<file path="src/rtl/tdcPkg.sv">
package tdcPkg;
  // stage enables issued by the control to the datapath
  typedef struct packed {
    logic locate;
    logic slice;
    logic encode;
    logic lookup;
    logic emit;
  } tdcStb_t;
endpackage

</file>
<file path="src/rtl/tdcCtl.sv">
module tdcCtl
  import tdcPkg::*;
(
  input  logic    clk,
  input  logic    rst,
  input  logic    hit,
  output tdcStb_t stb
);
  localparam int STAGES = 4;

  logic [STAGES-1:0] vPipe;

  always_ff @(posedge clk) begin
    if (rst) vPipe <= '0;
    else     vPipe <= {vPipe[STAGES-2:0], hit};
  end

  assign stb = '{locate: hit, slice: vPipe[0], encode: vPipe[1],
                 lookup: vPipe[2], emit: vPipe[3]};
endmodule

</file>
<file path="src/rtl/tdcDp.sv">
module tdcDp
  import tdcPkg::*;
#(
  parameter int TAPS      = 64,
  parameter int WIN       = 32,
  parameter int CW        = 16,
  parameter int CALW      = 16,
  parameter int TW        = 32,
  parameter int CLK_UNITS = 5000
) (
  input  logic                          clk,
  input  logic                          rst,
  input  logic [TAPS-1:0]               tapsIn,
  input  logic                          calWe,
  input  logic [$clog2(TAPS+1)-1:0]     calAddr,
  input  logic [CALW-1:0]               calData,
  input  tdcStb_t                       stb,
  output logic                          hit,
  output logic                          tsValid,
  output logic                          tsLead,
  output logic [TW-1:0]                 tsTime,
  output logic                          totValid,
  output logic [TW-1:0]                 totWidth
);
  localparam int FCW       = $clog2(TAPS + 1);
  localparam int SW        = $clog2(TAPS - WIN + 1);
  localparam int WIN_LEAD  = WIN / 8;
  localparam int LUT_DEPTH = 1 << FCW;

  logic [TAPS-1:0] sampleQ, sample2Q;
  logic [CW-1:0]   cnt, snapQ, c1Q, c2Q, c3Q, c4Q;
  logic            level, p1Q, p2Q, p3Q, p4Q;
  logic [FCW-1:0]  firstOld, fineQ;
  logic [SW-1:0]   startNext, startQ, start2Q;
  logic [WIN-1:0]  winQ, newMask;
  logic [CALW-1:0] calMem [LUT_DEPTH];
  logic [CALW-1:0] lutQ;
  logic [TW-1:0]   edgeTime, leadQ;
  int              sInt;

  // snapshot and coarse count
  always_ff @(posedge clk) begin
    if (rst) begin
      cnt     <= '0;
      snapQ   <= '0;
      sampleQ <= '0;
      level   <= 1'b0;
    end else begin
      cnt     <= cnt + 1'b1;
      snapQ   <= cnt;
      sampleQ <= tapsIn;
      if (stb.locate) level <= sampleQ[0];
    end
  end

  assign hit = (sampleQ[0] != level);

  // lowest tap still at the old level
  always_comb begin
    firstOld = FCW'(TAPS);
    for (int i = TAPS - 1; i >= 0; i--)
      if (sampleQ[i] == level) firstOld = FCW'(i);
  end

  always_comb begin
    sInt = int'(firstOld) - WIN_LEAD;
    if (sInt < 0) sInt = 0;
    if (sInt > TAPS - WIN) sInt = TAPS - WIN;
    startNext = SW'(sInt);
  end

  assign newMask = p2Q ? winQ : ~winQ;

  // pipeline stages, each enabled by its strobe
  always_ff @(posedge clk) begin
    if (stb.locate) begin
      sample2Q <= sampleQ;
      startQ   <= startNext;
      p1Q      <= sampleQ[0];
      c1Q      <= snapQ;
    end
    if (stb.slice) begin
      winQ    <= WIN'(sample2Q >> startQ);
      start2Q <= startQ;
      p2Q     <= p1Q;
      c2Q     <= c1Q;
    end
    if (stb.encode) begin
      fineQ <= FCW'(start2Q) + FCW'($countones(newMask));
      p3Q   <= p2Q;
      c3Q   <= c2Q;
    end
    if (calWe) calMem[calAddr] <= calData;
    if (stb.lookup) begin
      lutQ <= calMem[fineQ];
      p4Q  <= p3Q;
      c4Q  <= c3Q;
    end
  end

  assign edgeTime = TW'(c4Q) * TW'(CLK_UNITS) - TW'(lutQ);

  always_ff @(posedge clk) begin
    if (rst) begin
      tsValid  <= 1'b0;
      totValid <= 1'b0;
      tsLead   <= 1'b0;
      tsTime   <= '0;
      totWidth <= '0;
      leadQ    <= '0;
    end else begin
      tsValid  <= stb.emit;
      totValid <= stb.emit & ~p4Q;
      if (stb.emit) begin
        tsTime <= edgeTime;
        tsLead <= p4Q;
        if (p4Q) leadQ    <= edgeTime;
        else     totWidth <= edgeTime - leadQ;
      end
    end
  end
endmodule

</file>
<file path="src/rtl/tdcFineEncoder.sv">
module tdcFineEncoder
  import tdcPkg::*;
#(
  parameter int TAPS      = 64,
  parameter int WIN       = 32,
  parameter int CW        = 16,
  parameter int CALW      = 16,
  parameter int TW        = 32,
  parameter int CLK_UNITS = 5000,
  localparam int FCW      = $clog2(TAPS + 1)
) (
  input  logic            clk,
  input  logic            rst,
  input  logic [TAPS-1:0] tapsIn,
  input  logic            calWe,
  input  logic [FCW-1:0]  calAddr,
  input  logic [CALW-1:0] calData,
  output logic            tsValid,
  output logic            tsLead,
  output logic [TW-1:0]   tsTime,
  output logic            totValid,
  output logic [TW-1:0]   totWidth
);
  tdcStb_t stb;
  logic    hit;

  tdcCtl ctl_i (.clk(clk), .rst(rst), .hit(hit), .stb(stb));

  tdcDp #(
    .TAPS(TAPS), .WIN(WIN), .CW(CW), .CALW(CALW), .TW(TW), .CLK_UNITS(CLK_UNITS)
  ) dp_i (
    .clk(clk), .rst(rst), .tapsIn(tapsIn),
    .calWe(calWe), .calAddr(calAddr), .calData(calData),
    .stb(stb), .hit(hit),
    .tsValid(tsValid), .tsLead(tsLead), .tsTime(tsTime),
    .totValid(totValid), .totWidth(totWidth)
  );
endmodule

</file>
<file path="config.mk">
export PLATFORM = sky130hd
export DESIGN_NAME = tdcFineEncoder
export DESIGN_NICKNAME = d
export VERILOG_FILES = /design/src/rtl/tdcPkg.sv /design/src/rtl/tdcCtl.sv /design/src/rtl/tdcDp.sv /design/src/rtl/tdcFineEncoder.sv
export SDC_FILE = /design/constraint.sdc
export NUM_CORES = 2
export LEC_CHECK = 0
export BUFFER_PORTS_ARGS = -buffer_cell sky130_fd_sc_hd__buf_2
export CORE_ASPECT_RATIO = 1.25
export CORE_MARGIN = 5
export CORE_UTILIZATION = 55
export CTS_CLUSTER_SIZE = 30
export DETAILED_ROUTE_END_ITERATION = 6
export PLACE_DENSITY = 0.72
export SLEW_MARGIN = 10
export SYNTH_ARGS = -nofsm -noshare
export SYNTH_HDL_FRONTEND = slang
export SYNTH_SLANG_ARGS = --single-unit
</file>
<file path="constraint.sdc">
create_clock -name clk -period 7.25 [get_ports clk]
set_clock_uncertainty 0.05 [all_clocks]
set_input_delay 1.45 -clock clk [delete_from_list [all_inputs] [get_ports clk]]
set_output_delay 1.45 -clock clk [all_outputs]
set_load 0.02 [all_outputs]
</file>
Word-level counts from Yosys, hierarchy flattened
Memory sizes are Yosys's and may differ from the RTL's. A register that Yosys moved wholly into a read port is not among the register bits.
Cells that the tools add are included.
{"block": "totals", "regBits": 383, "mem_bits_rw": 2048, "in_bits": 90, "output_inout_bits": 67, "word_cells": 203, "n_memories": 1}
{"block": "classes", "add_sub_neg": 36, "mul": 1, "n_lt_le_gt_ge": 2, "eq_ne": 65, "shifts": 1, "mux": 68, "bitwise_logic": 3, "reduce_logical": 2}
{"name": "dp_i.calMem", "words": 128, "word_bits": 16, "read_ports": 1, "rd_ports_with_merged_regs": 1, "wr": 1, "line_no": "tdcDp.sv:36", "rtl": "logic [CALW-1:0] calMem [LUT_DEPTH];"}
{"cell": "$mux 7", "n": 64}
{"cell": "$add 7x7->7", "n": 15}
{"cell": "$eq 1x1->1", "n": 64}
{"cell": "$mux 32", "n": 2}
{"cell": "$shr 64x6->32", "n": 1}
{"cell": "$add 1x1->2", "n": 16}
{"cell": "$gt 32x7->1 const B", "n": 1}
{"cell": "$lt 32x1->1 const B", "n": 1}
{"cell": "$not 32->32", "n": 1}
{"cell": "$sub 32x32->32", "n": 1}
{"cell": "$sub 29x16->30", "n": 1}
{"cell": "$mul 16x10->26 const B", "n": 1}
{"cell": "$add 16x1->16 const B", "n": 1}
{"cell": "$sub 7x3->8 const B", "n": 1}
{"cell": "$add 6x7->7", "n": 1}
{"cell": "$reduce_and 2->1", "n": 2}
{"cell": "$mux 1", "n": 2}
{"cell": "$and 1x1->1", "n": 1}
{"cell": "$ne 1x1->1", "n": 1}
{"cell": "$not 1->1", "n": 1}

Logic depth before layout (Yosys ltp)
{"block": "depth", "ltp_word": 69, "depth_mapped": 30, "depth_no_buf": 30}

Hierarchy
From an unflattened synthesis, not the netlist that was laid out.
{"block": "unflattened", "cells_unflattened": 5358, "area_unflattened_um2": 101596.2}
{"module": "tdcDp", "n_inst": 1, "cells_per_inst": 5349, "area_each_um2": 101483.6, "seq_area_each_um2": 71288.4}
{"module": "tdcCtl", "n_inst": 1, "cells_per_inst": 9, "area_each_um2": 112.6, "seq_area_each_um2": 80.1}

Worst setup path before layout
OpenSTA, ideal clock, no wires.
{"block": "synth_path", "kind": "flip-flop to flip-flop", "from": "register dp_i.level", "to": "register dp_i.c1Q[0], enable pin", "setup_time_ps": 552, "arrival_ps": 6033, "t_required_ps": 6648, "setup_slack_ps": 615, "path_stages_with_launch": 8, "n_path_buf": 6, "period_less_slack_ps": 6635, "cell_sequence": "dfxtp_1 clkbuf_1 clkbuf_1 clkbuf_1 clkbuf_1 clkbuf_1 buf_1 xor2_1"}
{"block": "synth_between", "elab_chain_len": 1}
{"item": "start, declared", "line_no": "tdcDp.sv:32", "rtl": "logic level, p1Q, p2Q, p3Q, p4Q;"}
{"item": "start signal, assigned", "line_no": "tdcDp.sv:52", "rtl": "if (stb.locate) level <= sampleQ[0];"}
{"item": "$ne 1x1->1", "line_no": "tdcDp.sv:56", "rtl": "assign hit = (sampleQ[0] != level);"}
{"item": "named net ctl_i.hit", "line_no": "tdcCtl.sv:6", "rtl": "input logic hit,"}
{"item": "end signal, assigned", "line_no": "tdcDp.sv:80", "rtl": "c1Q <= snapQ;"}
{"item": "end, declared", "line_no": "tdcDp.sv:31", "rtl": "logic [CW-1:0] cnt, snapQ, c1Q, c2Q, c3Q, c4Q;"}
The timed path passes the listed nets, and every way through them passes these cells.
A chain may end at the register's enable or synchronous reset.

Final worst setup path
{"block": "layout_path", "from": "register dp_i.c4Q[6]", "to": "register dp_i.totWidth[27]"}
{"block": "layout_between", "elab_chain_len": 3}
{"item": "start, declared", "line_no": "tdcDp.sv:31"}
{"item": "start signal, assigned", "line_no": "tdcDp.sv:97", "rtl": "c4Q <= c3Q;"}
{"item": "$mul 16x10->26", "line_no": "tdcDp.sv:101", "rtl": "assign edgeTime = TW'(c4Q) * TW'(CLK_UNITS) - TW'(lutQ);"}
{"item": "$sub 29x16->30", "line_no": "tdcDp.sv:101"}
{"item": "named net dp_i.edgeTime[23]", "line_no": "tdcDp.sv:38", "rtl": "logic [TW-1:0] edgeTime, leadQ;"}
{"item": "$sub 32x32->32", "line_no": "tdcDp.sv:118", "rtl": "else totWidth <= edgeTime - leadQ;"}
{"item": "end signal, assigned", "line_no": "tdcDp.sv:118"}
{"item": "end, declared", "line_no": "tdcDp.sv:23", "rtl": "output logic [TW-1:0] totWidth"}
The timed path passes the listed nets, and every way through them passes these cells.

==> impl_metrics.ini <==
[run_status]
status = finished, final reports clean

[sta]
fin_tns_setup_ps = 0
fin_crit_sh = 0.9575
setup_viol = 0
period_needed_ps = 6942
whs_ps = 354.4
worst_pin_slew_ps = 1322
final.setup.worst_slack_ps = 308.5
slew_headroom = 0.1188
max_freq_mhz = 144.1
finalMaxSlewViolations = 0
hold_viol = 0

[floorplan]
ios = 157
die_w_um = 394.5
coreArea_um2 = 183900
die_area_um2 = 193600
rows = 176
start_util = 0.5528
die_h_um = 490.6

[synth]
syn_area_um2 = 101600
synth_top_area_frac = 0.6635
ys_warn_count = 0
ys_ff_latch = 2442
synth_area_leaders = edfxtp_1, mux4_2, dfxtp_1
syn_nets = 5676
ys_seq_area_frac = 0.7021
syn_area_per_cell_um2 = 18.85
syn_inst = 5392
synth_top_cell_by_area = edfxtp_1
synth_cell_types = 90
synthFlopType = edfxtp_1
synthArstFlopShare = 0
synth_edf_count = 2246

[job]
max_cap_viol_count = 0

[global_routing]
grt_use_total = 0.2389
grt_pass1_wl_um = 344100
gr-total-overflow = 0
grt_pass1_vias = 52180
grt_start_max_net_pins = 157
grt_antenna_before_repair = 19

[worst_setup_path]
crit_family = adder cells
r2r_end = dp_i.totWidth[27]
rr_worst_depth = 25
reg2reg_from = dp_i.c4Q[6]
end_kind = register
cpMaxStageDelayCell = edfxtp_1
critPathArrivalTime_ps = 7630
crit_buf_inv = 4
critical_path.max_fanout = 7
startpoint_type = register
reg2reg_slack_ps = 310
path_class = register to register
critPathRequiredTime_ps = 7940
slowest_delay_ps = 490
cpMostUsedCell = ha_1

[placement]
post-place-cells = 7883
place_congestion = 0.8770
pre_cts_ws_ps = 69.78
io_buffers = 156
dp_hpwl_um = 142500

[drt]
vias = 51860
initialDrtViolationCount = 5716
ant_nets = 0
detail_route.wl_per_cell_um = 27.83
drc = 0
viasPerCell = 6.237
routed_wirelength_um = 231400
drt-pass1-iter-count = 7

[clocking]
cts_root_buffer = clkbuf_16
cts_buffers = 221
htreeDepth = 4
path_clk_slew_ps = 60
worstSkewPairLatency_ps = 880
cts_tree = built
cts_max_path_buffers = 3
cts_sinks = 2442

[pwr]
p_leak_nw = 37.14
power_per_cell_area_nw_per_um2 = 317.7
ir_drop_mv = 0.3821

[worst_hold_path]
min_from = dp_i.snapQ[9]
hp-class = register to register
whs_endpoint = dp_i.c1Q[9]
hold_depth = 0

[layout]
syn_to_final_growth_pct = 11.89
fin_nets = 6003
fill_cells = 12610
drive_gt1_frac = 0.2565
final_cells = 8315
final_util = 0.6185
-- area by class of cell --
| class | instances | area [um^2] | share of cell area |
|---|---|---|---|
| inverters | 188 | 705.7 | 0.006205 |
| clock buffers | 275 | 5942 | 0.05225 |
| well taps | 2403 | 3007 | 0.02644 |
| clock inverters | 136 | 1354 | 0.01190 |
| repair buffers | 375 | 2634 | 0.02316 |
| flip-flops and latches | 2442 | 71370 | 0.6276 |
| multi-input cells | 2491 | 28700 | 0.2524 |
| diodes | 5 | 12.51 | 0.0001100 |
-- routing by layer --
metal / part of all wire / wire [um] / vias to the layer above / global-route usage
met5: 0.00034 / 79 / - / 0
met4: 0.033 / 7609 / 12 / 0.07526
met3: 0.070 / 16200 / 349 / 0.03862
met2: 0.51 / 117700 / 2115 / 0.4035
met1: 0.39 / 89780 / 26970 / 0.3242
li1: - / - / 22410 / -
-- cell usage after synthesis (25+ instances only) --
cell type,instances
inv_1,186
nor2b_1,120
a21o_1,28
nand2b_1,25
nand2_1,186
xor2_1,36
a21oi_1,142
mux2i_1,59
ha_1,129
o22ai_1,28
nand3_1,44
nor3_1,58
clkbuf_1,191
mux2_2,37
buf_1,75
xnor2_1,52
fa_1,65
dfxtp_1,196
mux4_2,718
nor2_1,309
edfxtp_1,2246
a211oi_1,72
o21ai_0,80
-- state kept, by name (all words and copies together), names as in the netlist, 30 cells and up --
name and count:
dp_i.calMem 2048, dp_i.leadQ 30, dp_i.winQ 32, dp_i.sampleQ 64
dp_i.sample2Q 64, dp_i.tsTime 30, dp_i.totWidth 32
-- logic make-up (layout without fill, tap and decap cells) --
kind of cell	count (synthesis)	in the layout	share of synthesized area
AO/OA/AOI/OAI	504	504	0.03274
AND/OR/NAND/NOR	891	891	0.04282
XOR/XNOR	88	88	0.007582
other	0	5	0
flip-flops	2442	2442	0.7021
multiplexers	814	814	0.1690
buffers and inverters	459	974	0.01706
adder cells (fa/ha/maj)	194	194	0.02868
-- power by group --
group / internal, mW / leakage (nW) / total, mW / switching (mW)
sequential: 15.6 / 21.9 / 15.8 / 0.135
combinational: 4.04 / 11.7 / 8.80 / 4.76
clock: 6.41 / 3.55 / 11.6 / 5.17
-- layout by cell type, fill, tap and decap left out, types with 28 or more instances in the layout --
cell	n
buf_4	222
nor2b_1	120
o22ai_1	28
a211oi_1	72
o21ai_0	80
a21oi_1	141
nand2_1	186
inv_1	186
clkbuf_16	227
buf_2	139
nor3_1	48
mux2_2	37
clkinv_2	47
mux4_2	718
xnor2_1	52
clkinv_1	40
fa_1	65
ha_1	128
mux2i_1	59
nor2_1	306
edfxtp_1	2246
xor2_1	35
clkbuf_1	39
dfxtp_1	193
nand3_1	43
-- metrics by stage --
step,total power [mW],instance area [um^2]
5_1_grt,37.54,113700
2_1_floorplan,21.92,101600
4_1_cts,36.36,113500
3_3_place_gp,24.76,106200
3_5_place_dp,24.83,106200
6_report,36.14,113700
-- what timing repair did --
| item | in CTS | in global routing |
|---|---|---|
| gates resized for setup | 0 | 16 |
| setup buffers | 0 | 16 |
| setup endpoints to repair | 0 | 11 |
| hold buffers | 0 | 0 |
-- worst max-delay path by stage --
| stage | from | endpoint | cells past startpoint | slack [ps] |
|---|---|---|---|---|
| floorplan | dp_i.level | dp_i.c1Q[0] | 7 | 610 |
| global placement | dp_i.c4Q[5] | dp_i.totWidth[28] | 25 | 250 |
| detailed placement | dp_i.c4Q[5] | dp_i.totWidth[29] | 28 | 70 |
| CTS | dp_i.c4Q[5] | dp_i.totWidth[29] | 28 | 40 |
| global route | dp_i.c4Q[5] | dp_i.totWidth[28] | 25 | -30 |
| finish | dp_i.c4Q[6] | dp_i.totWidth[27] | 25 | 310 |
Power figures use the tool's default switching activity.
